`config.mk`:
```
export PLATFORM = sky130hd
export DESIGN_NAME = osc_sync_sel
export DESIGN_NICKNAME = d
export VERILOG_FILES = /design/src/rtl/osc_sync_pkg.sv /design/src/rtl/osc_rate_sel.sv /design/src/rtl/osc_sync_edge.sv /design/src/rtl/osc_period_meter.sv /design/src/rtl/osc_sync_sel.sv
export SDC_FILE = /design/constraint.sdc
export NUM_CORES = 1
export LEC_CHECK = 0
export ABC_AREA = 1
export BUFFER_PORTS_ARGS = -buffer_cell sky130_fd_sc_hd__buf_4
export CORE_UTILIZATION = 62
export DETAILED_ROUTE_END_ITERATION = 12
export PLACE_DENSITY = 0.82
export SYNTH_ARGS = -nofsm -noshare
export SYNTH_HDL_FRONTEND = slang
export SYNTH_HIERARCHICAL = 1
export SYNTH_SLANG_ARGS = --single-unit
```
`constraint.sdc`:
```
create_clock -name clk -period 4.3 [get_ports clk]
set_input_delay 0.215 -clock clk [delete_from_list [all_inputs] [get_ports clk]]
set_output_delay 0.215 -clock clk [all_outputs]
set_load 0.1 [all_outputs]
```
`src/rtl/osc_sync_pkg.sv`:
```
package osc_sync_pkg;

  typedef enum logic {
    SRC_INT = 1'b0,
    SRC_EXT = 1'b1
  } src_e;

  localparam int unsigned WIN_LO_PCT = 85;
  localparam int unsigned WIN_HI_PCT = 115;

  function automatic int unsigned div_round(input int unsigned num, input int unsigned den);
    return (num + den / 2) / den;
  endfunction

  function automatic int unsigned win_lo(input int unsigned nom);
    return (nom * WIN_LO_PCT) / 100;
  endfunction

  function automatic int unsigned win_hi(input int unsigned nom);
    return (nom * WIN_HI_PCT) / 100;
  endfunction

endpackage

```
`src/rtl/osc_rate_sel.sv`:
```
module osc_rate_sel #(
  parameter int unsigned CLK_HZ  = 100_000_000,
  parameter int unsigned SLOW_HZ = 300_000,
  parameter int unsigned FAST_HZ = 500_000,
  parameter int unsigned CW      = 16
) (
  input  logic          clk,
  input  logic          fsel_slow,
  output logic [CW-1:0] nom_o,
  output logic [CW-1:0] lo_o,
  output logic [CW-1:0] hi_o
);
  import osc_sync_pkg::*;

  localparam int unsigned NOM_S = div_round(CLK_HZ, SLOW_HZ);
  localparam int unsigned NOM_F = div_round(CLK_HZ, FAST_HZ);
  localparam logic [CW-1:0] NOM_S_V = CW'(NOM_S);
  localparam logic [CW-1:0] NOM_F_V = CW'(NOM_F);
  localparam logic [CW-1:0] LO_S_V  = CW'(win_lo(NOM_S));
  localparam logic [CW-1:0] LO_F_V  = CW'(win_lo(NOM_F));
  localparam logic [CW-1:0] HI_S_V  = CW'(win_hi(NOM_S));
  localparam logic [CW-1:0] HI_F_V  = CW'(win_hi(NOM_F));

  // Limits are registered so the pin feeds one flop, not the compare trees.
  always_ff @(posedge clk) begin
    nom_o <= fsel_slow ? NOM_S_V : NOM_F_V;
    lo_o  <= fsel_slow ? LO_S_V  : LO_F_V;
    hi_o  <= fsel_slow ? HI_S_V  : HI_F_V;
  end

endmodule

```
`src/rtl/osc_sync_edge.sv`:
```
module osc_sync_edge #(
  parameter int unsigned STAGES = 2
) (
  input  logic clk,
  input  logic rst,
  input  logic async_i,
  output logic rise_o
);

  logic [STAGES:0] sh;

  // sh[STAGES-1] is the last synchroniser flop; sh[STAGES] is its delayed copy.
  always_ff @(posedge clk) begin
    if (rst) begin
      sh     <= '0;
      rise_o <= 1'b0;
    end else begin
      sh     <= {sh[STAGES-1:0], async_i};
      rise_o <= sh[STAGES-1] & ~sh[STAGES];
    end
  end

endmodule

```
`src/rtl/osc_period_meter.sv`:
```
module osc_period_meter #(
  parameter int unsigned CW = 16
) (
  input  logic          clk,
  input  logic          rst,
  input  logic          rise_i,
  input  logic [CW-1:0] lo_i,
  input  logic [CW-1:0] hi_i,
  output logic          period_ok_o,
  output logic          prior_ok_o
);

  logic [CW-1:0] span;

  // span holds clocks since the last edge; it parks above hi when stale.
  assign period_ok_o = (span >= lo_i) && (span <= hi_i);

  always_ff @(posedge clk) begin
    if (rst) begin
      span       <= '1;
      prior_ok_o <= 1'b0;
    end else if (rise_i) begin
      span       <= CW'(1);
      prior_ok_o <= period_ok_o;
    end else begin
      if (span <= hi_i) span <= span + CW'(1);
      if (span > hi_i)  prior_ok_o <= 1'b0;
    end
  end

endmodule

```
`src/rtl/osc_sync_sel.sv`:
```
module osc_sync_sel #(
  parameter int unsigned CLK_HZ      = 100_000_000,
  parameter int unsigned SLOW_HZ     = 300_000,
  parameter int unsigned FAST_HZ     = 500_000,
  parameter int unsigned SYNC_STAGES = 2,
  parameter int unsigned CW          = 16
) (
  input  logic clk,
  input  logic rst,
  input  logic fsel_slow,
  input  logic sync_in,
  input  logic ext_ok,
  output logic cyc_start,
  output logic src_ext
);
  import osc_sync_pkg::*;

  localparam int unsigned HI_SLOW = win_hi(div_round(CLK_HZ, SLOW_HZ));

  logic [CW-1:0] nom, lo, hi;
  logic          rise, period_ok, prior_ok;
  logic [CW-1:0] ph;
  src_e          mode, mode_nx;
  logic          fire;

  osc_rate_sel #(
    .CLK_HZ(CLK_HZ), .SLOW_HZ(SLOW_HZ), .FAST_HZ(FAST_HZ), .CW(CW)
  ) u_rate (
    .clk(clk), .fsel_slow(fsel_slow), .nom_o(nom), .lo_o(lo), .hi_o(hi)
  );

  osc_sync_edge #(.STAGES(SYNC_STAGES)) u_edge (
    .clk(clk), .rst(rst), .async_i(sync_in), .rise_o(rise)
  );

  osc_period_meter #(.CW(CW)) u_meter (
    .clk(clk), .rst(rst), .rise_i(rise), .lo_i(lo), .hi_i(hi),
    .period_ok_o(period_ok), .prior_ok_o(prior_ok)
  );

  // ph counts clocks since the last issued cycle start in either mode.
  always_comb begin
    fire    = 1'b0;
    mode_nx = mode;
    unique case (mode)
      SRC_INT: begin
        if (ph >= nom - CW'(1)) fire = 1'b1;
        if (rise && ext_ok && period_ok && prior_ok) begin
          fire    = 1'b1;
          mode_nx = SRC_EXT;
        end
      end
      SRC_EXT: begin
        if (ph >= hi) begin
          fire    = 1'b1;
          mode_nx = SRC_INT;
        end else if (!ext_ok || (rise && !period_ok)) begin
          mode_nx = SRC_INT;
        end else if (rise) begin
          fire = 1'b1;
        end
      end
      default: mode_nx = SRC_INT;
    endcase
  end

  always_ff @(posedge clk) begin
    if (rst) begin
      mode      <= SRC_INT;
      ph        <= '0;
      cyc_start <= 1'b0;
    end else begin
      mode      <= mode_nx;
      cyc_start <= fire;
      if (fire)            ph <= '0;
      else if (ph != '1)   ph <= ph + CW'(1);
    end
  end

  assign src_ext = (mode == SRC_EXT);

endmodule

```
* Yosys cells after proc, flatten, opt, wreduce, memory -nomap -nowiden *
Index checks and enable logic that the tools add are counted.

operators by class
  mux-type cells = 17
  bitwise operators = 3
  $add $sub $neg = 3
  equal/unequal tests = 1
  reductions and logical operators = 12
  magnitude comparators = 5

operators by type and width
  operator                 count
  $ge A16 B16 Y1           3
  $add A16 B1 Y16 const B  2
  $mux W16                 2
  $mux W9                  3
  $gt A16 B16 Y1           1
  $le A16 B16 Y1           1
  $ne A16 B16 Y1 const B   1
  $sub A16 B1 Y16 const B  1
  $mux W1                  10
  $logic_and A1 B1 Y1      5
  $pmux W1 S2              2
  $reduce_bool A2 Y1       2
  $reduce_or A2 Y1         2
  $logic_not A1 Y1         2
  $not A1 Y1               2
  $and A1 B1 Y1            1
  $logic_or A1 B1 Y1       1

storage, ports and cells
  flip-flop bits (word level) = 87
  word-level logic and storage cells = 52
  input bits = 5
  output and inout bits = 2

* Longest topological paths before layout *
  depth in word-level cells = 9
  depth in mapped cells = 26
  gate-level depth less buffers = 23

* Modules after synthesis *
Netlist, hierarchy kept.

modules (own cells, without submodules)
  module            area an instance (µm²)  instances  cells each  sequential area each (µm²)
  osc_sync_sel      2049.5                  1          313         360.3
  osc_period_meter  1884.3                  1          286         340.3
  osc_rate_sel      396.6                   1          51          40.0
  osc_sync_edge     115.1                   1          12          80.1

* Worst setup path after synthesis *
Ideal clock, no wire load.

  kind = flip-flop to flip-flop
  start = register u_rate.lo_o[4]
  end = register ph[3]
  library setup time = 116 ps
  path buffers = 4
  stages on the path, launching flop included = 22
  data arrival time = 2466 ps
  data required time = 4184 ps
  setup slack = 1719 ps
  period minus slack after synthesis = 2581 ps
  cell sequence = dfxtp_1 > buf_4 > inv_1 > ha_1 > nand3_2 > nor3_2 > nand3_1 > nand2_2 > buf_6 > buf_8 > nand2_1 > inv_1 > nand3_1 > nor2_1 > nor2_1 > o211ai_1 > nor2_1 > nand2_1 > nand2_1 > nand2_2 > buf_6 > nor2_1

on the way
  longest elaborated chain between the ends = 9
  elaborated cells between the ends (all ways) = 12
  those cells by class = order compare: 1; mux: 4; reduce/logical: 7

ends and longest elaborated chain
  item                            line                    text
  from (decl)                     osc_rate_sel.sv:10      output logic [CW-1:0] lo_o,
  from (signal assigned)          osc_rate_sel.sv:27      lo_o <= fsel_slow ? LO_S_V : LO_F_V;
  $ge A16 B16 Y1 (*)              osc_period_meter.sv:16  assign period_ok_o = (span >= lo_i) && (span <= hi_i);
  $logic_and A1 B1 Y1 (*)         osc_period_meter.sv:16
  via period_ok                   osc_sync_sel.sv:21      logic rise, period_ok, prior_ok;
  $logic_not A1 Y1                osc_sync_sel.sv:57      end else if (!ext_ok || (rise && !period_ok)) begin
  $logic_and A1 B1 Y1             osc_sync_sel.sv:57
  $logic_or A1 B1 Y1              osc_sync_sel.sv:57
  $mux W1                         osc_sync_sel.sv:57
  $mux W1                         osc_sync_sel.sv:54      if (ph >= hi) begin
  $pmux W1 S2 (*)                 osc_sync_sel.sv:45      unique case (mode)
  $reduce_or A2 Y1 (no line) (*)  n/a
  to (signal assigned)            osc_sync_sel.sv:76      else if (ph != '1) ph <= ph + CW'(1);
  to (decl)                       osc_sync_sel.sv:22      logic [CW-1:0] ph;

Mark *: on every way through the listed nets, which the timed path passes. The rest lies on a longest branch.
A chain may end at the register's enable or synchronous reset.

* Worst setup path in the final report *
  start = register u_rate.lo_o[4]
  end = register ph[11]

Same word-level chain as after synthesis.

==> flow_summary.toml <==
[status]
status = "finished clean"

[critical_path]
crit_family = "simple AND/OR/NAND/NOR gates"
critical_path.max_stage_delay_ns = 0.77
crit_chain = "inv_1, ha_1, nand2_1, inv_1, nand2_1, nand2_1, nand2_1, nand2_1, nand2_1, nand2_2, nand2_2, nand2_1, inv_1, nand3_1, nor2_1, nor2_1, o211ai_1, nor2_1, nand2_1, nand2_1, nand2_2, nor2_1"
cp-end-kind = "register"
cp.buffers_inverters = 3
crit_arrival_ns = 3.40
path_max_fanout = 20
cp.required_ns = 4.48
path_class = "register to register"
crit_top_cell = "nand2_1"
cp-startpoint = "u_rate/lo_o[4]"
critPathLaunchType = "register"
worstReg2RegStart = "u_rate/lo_o[4]"
critPathSlowestCell = "dfxtp_1"

[power]
internal_power_mw = 1.09
ir_drop_mv = 0.259
power_switching_share = 0.451
fin_total_pwr_mw = 1.99
leakage_nw = 2.42
power_frac_clock = 0.188
seqPwrFrac = 0.305
combPwrFrac = 0.507
p_per_area_mw_per_mm2 = 447
power_switching_mw = 0.900

[timing]
setup_viol_count_final = 0
rsz0062_at_grt = "no"
finalMaxSlewViolations = 0
period_needed_ns = 3.22
max_freq_mhz = 310
fin_hold_ws_ns = 0.0219
tightest_slew_ns = 0.686
fin_skew_ns = 0.00680
fin_crit_sh = 0.749
setup_slack_ns = 1.08
finalSetupTns_ns = 0
hold_viol_final = 0
slew_headroom = 0.542

[die]
dieArea_mm2 = 0.00751
fp-row-count = 30
start_util = 0.647
core_mm2 = 0.00687
dieWidth_um = 86.7
io_pins = 7
die_y_um = 86.7

[clocking]
clkTransAtPathRegs_ns = 0.08
cts_buffer_depth = 2
cts-root-buf = "clkbuf_8"
postCtsHoldBufs = 0
numCtsBuffers = 5
postCtsSetupBuffers = 0
cts_resized = 0
insertion_delay_ns = 0.30
htreeDepth = 2
cts_tree = "done"
cts_sinks = 41

[final_layout]
syn2layout_area_growth_pct = 0.394
layout-drive-gt1-share = 0.0624
final_nets = 728
fill_cells = 616
fin_cells = 753
layout_commonest_cell = "nand2_1"
antennaDiodeCount = 0
most-common-layout-cells = "nand2_1 (132), inv_1 (112), nor2_1 (72), ha_1 (67), nand3_1 (42)"

[yosys]
ys_seq_elements = 41
yosysUniqueCellTypes = 35
synthCells = 662
syn_area_per_cell_um2 = 6.72
synth_edf_count = 0
ys_warn_count = 6
netlist_area_mm2 = 0.00445
ys_seq_area_frac = 0.185
async_flop_share = 0
synth_flop_cell = "dfxtp_1"

[route]
vias_per_cell = 5.11
vias = 3849
drtAntennaViolNets = 0
highest_layer = "met4"
drc = 0
wl_mm = 8.76
met1Wirelength_mm = 4.02
wl_met3_um = 487
drt_first_pass_iters = 5
drtIter0Drc = 236
wl_per_cell_um = 11.6
route.met2.wl_mm = 4.10

[grt]
antenna_found_initial = 0
grt_pass1_wl_mm = 14.7
grtUsageTotal = 0.246
grt.overflow.total = 0
grt_pass1_vias = 3447
grt_max_degree = 21

[hold_path]
hold_path.class = "input port to register"
holdCritStartpoint = "fsel_slow"

[job]
maxCapViolCount = 0

[placed_design]
port_buffers = 6
dpl.cell_count = 745
dp_hpwl_mm = 6.84
gp_congestion = 0.890
place_ws_ns = 1.14
-- kinds of logic (layout without fill, tap and decap cells) --
| kind of cell | Yosys count | after routing | synth area share |
|---|---|---|---|
| AO/OA/AOI/OAI | 38 | 38 | 0.0464 |
| XOR/XNOR | 37 | 37 | 0.0729 |
| buffers and inverters | 171 | 133 | 0.192 |
| AND/OR/NAND/NOR | 306 | 306 | 0.314 |
| adder cells (fa/ha/maj) | 67 | 67 | 0.189 |
| flip-flops | 41 | 41 | 0.185 |
| other | 2 | 35 | 0.00169 |
-- cell type report --
type / instances / area, um2 / area share
multi-input combinational: 483 / 2900 / 0.649
sequential: 41 / 821 / 0.184
inverter: 119 / 447 / 0.100
tap: 96 / 120 / 0.0269
clock buffer: 5 / 68.8 / 0.0154
clock inverter: 3 / 65.1 / 0.0146
timing repair buffer: 6 / 45.0 / 0.0101
-- power by group through the flow --
stage / Clock (mW) / Sequential (mW) / Combinational, mW
6_report: 0.374 / 0.609 / 1.01
5_1_grt: 0.396 / 0.622 / 1.15
4_1_cts: 0.380 / 0.605 / 0.996
3_5_place_dp: 0 / 0.613 / 0.980
3_3_place_gp: 0 / 0.609 / 0.931
2_1_floorplan: 0 / 0.560 / 0.892
-- routing by layer --
metal  GRT usage  vias up
li1            -     1995
met1       0.304     1725
met2       0.418      109
met3      0.0524       20
met4      0.0909        0
met5           0        -
-- Yosys cell counts (all sizes together) (2+ instances only) --
| master | n | area share |
|---|---|---|
| a21o | 2 | 0.0034 |
| a21oi | 26 | 0.029 |
| buf | 51 | 0.090 |
| clkinv | 2 | 0.0017 |
| conb | 2 | 0.0017 |
| dfxtp | 41 | 0.18 |
| ha | 67 | 0.19 |
| inv | 117 | 0.099 |
| nand2 | 138 | 0.12 |
| nand3 | 45 | 0.054 |
| nand3b | 8 | 0.014 |
| nand4 | 15 | 0.023 |
| nor2 | 79 | 0.073 |
| nor3 | 18 | 0.026 |
| o21ai | 6 | 0.0068 |
| xnor2 | 14 | 0.028 |
| xor2 | 23 | 0.045 |
-- metrics by stage --
stage,util,cell area (um2)
2_1_floorplan,-,4570
3_3_place_gp,0.630,4330
6_report,0.650,4460
5_1_grt,0.650,4460
4_1_cts,0.650,4460
3_5_place_dp,0.630,4330
-- sequential cells by signal, summed over array words and instances, names as in the netlist --
name	count
u_rate/lo_o	2
u_meter/prior_ok_o	1
u_edge/sh	3
cyc_start	1
ph	16
u_edge/rise_o	1
src_ext	1
u_meter/span	16
-- worst paths after layout --
| kind | end | slack (ns) | cells after the start |
|---|---|---|---|
| worst max-delay path | ph[11] | 1.08 | 22 |
| worst min-delay path | u_rate/lo_o[4] | 0.02 | 1 |
| worst max register to register | ph[11] | 1.08 | 22 |
| worst min register to register | u_edge/sh[1] | 0.40 | 2 |
Note: power is estimated with default switching activity, not from simulation.
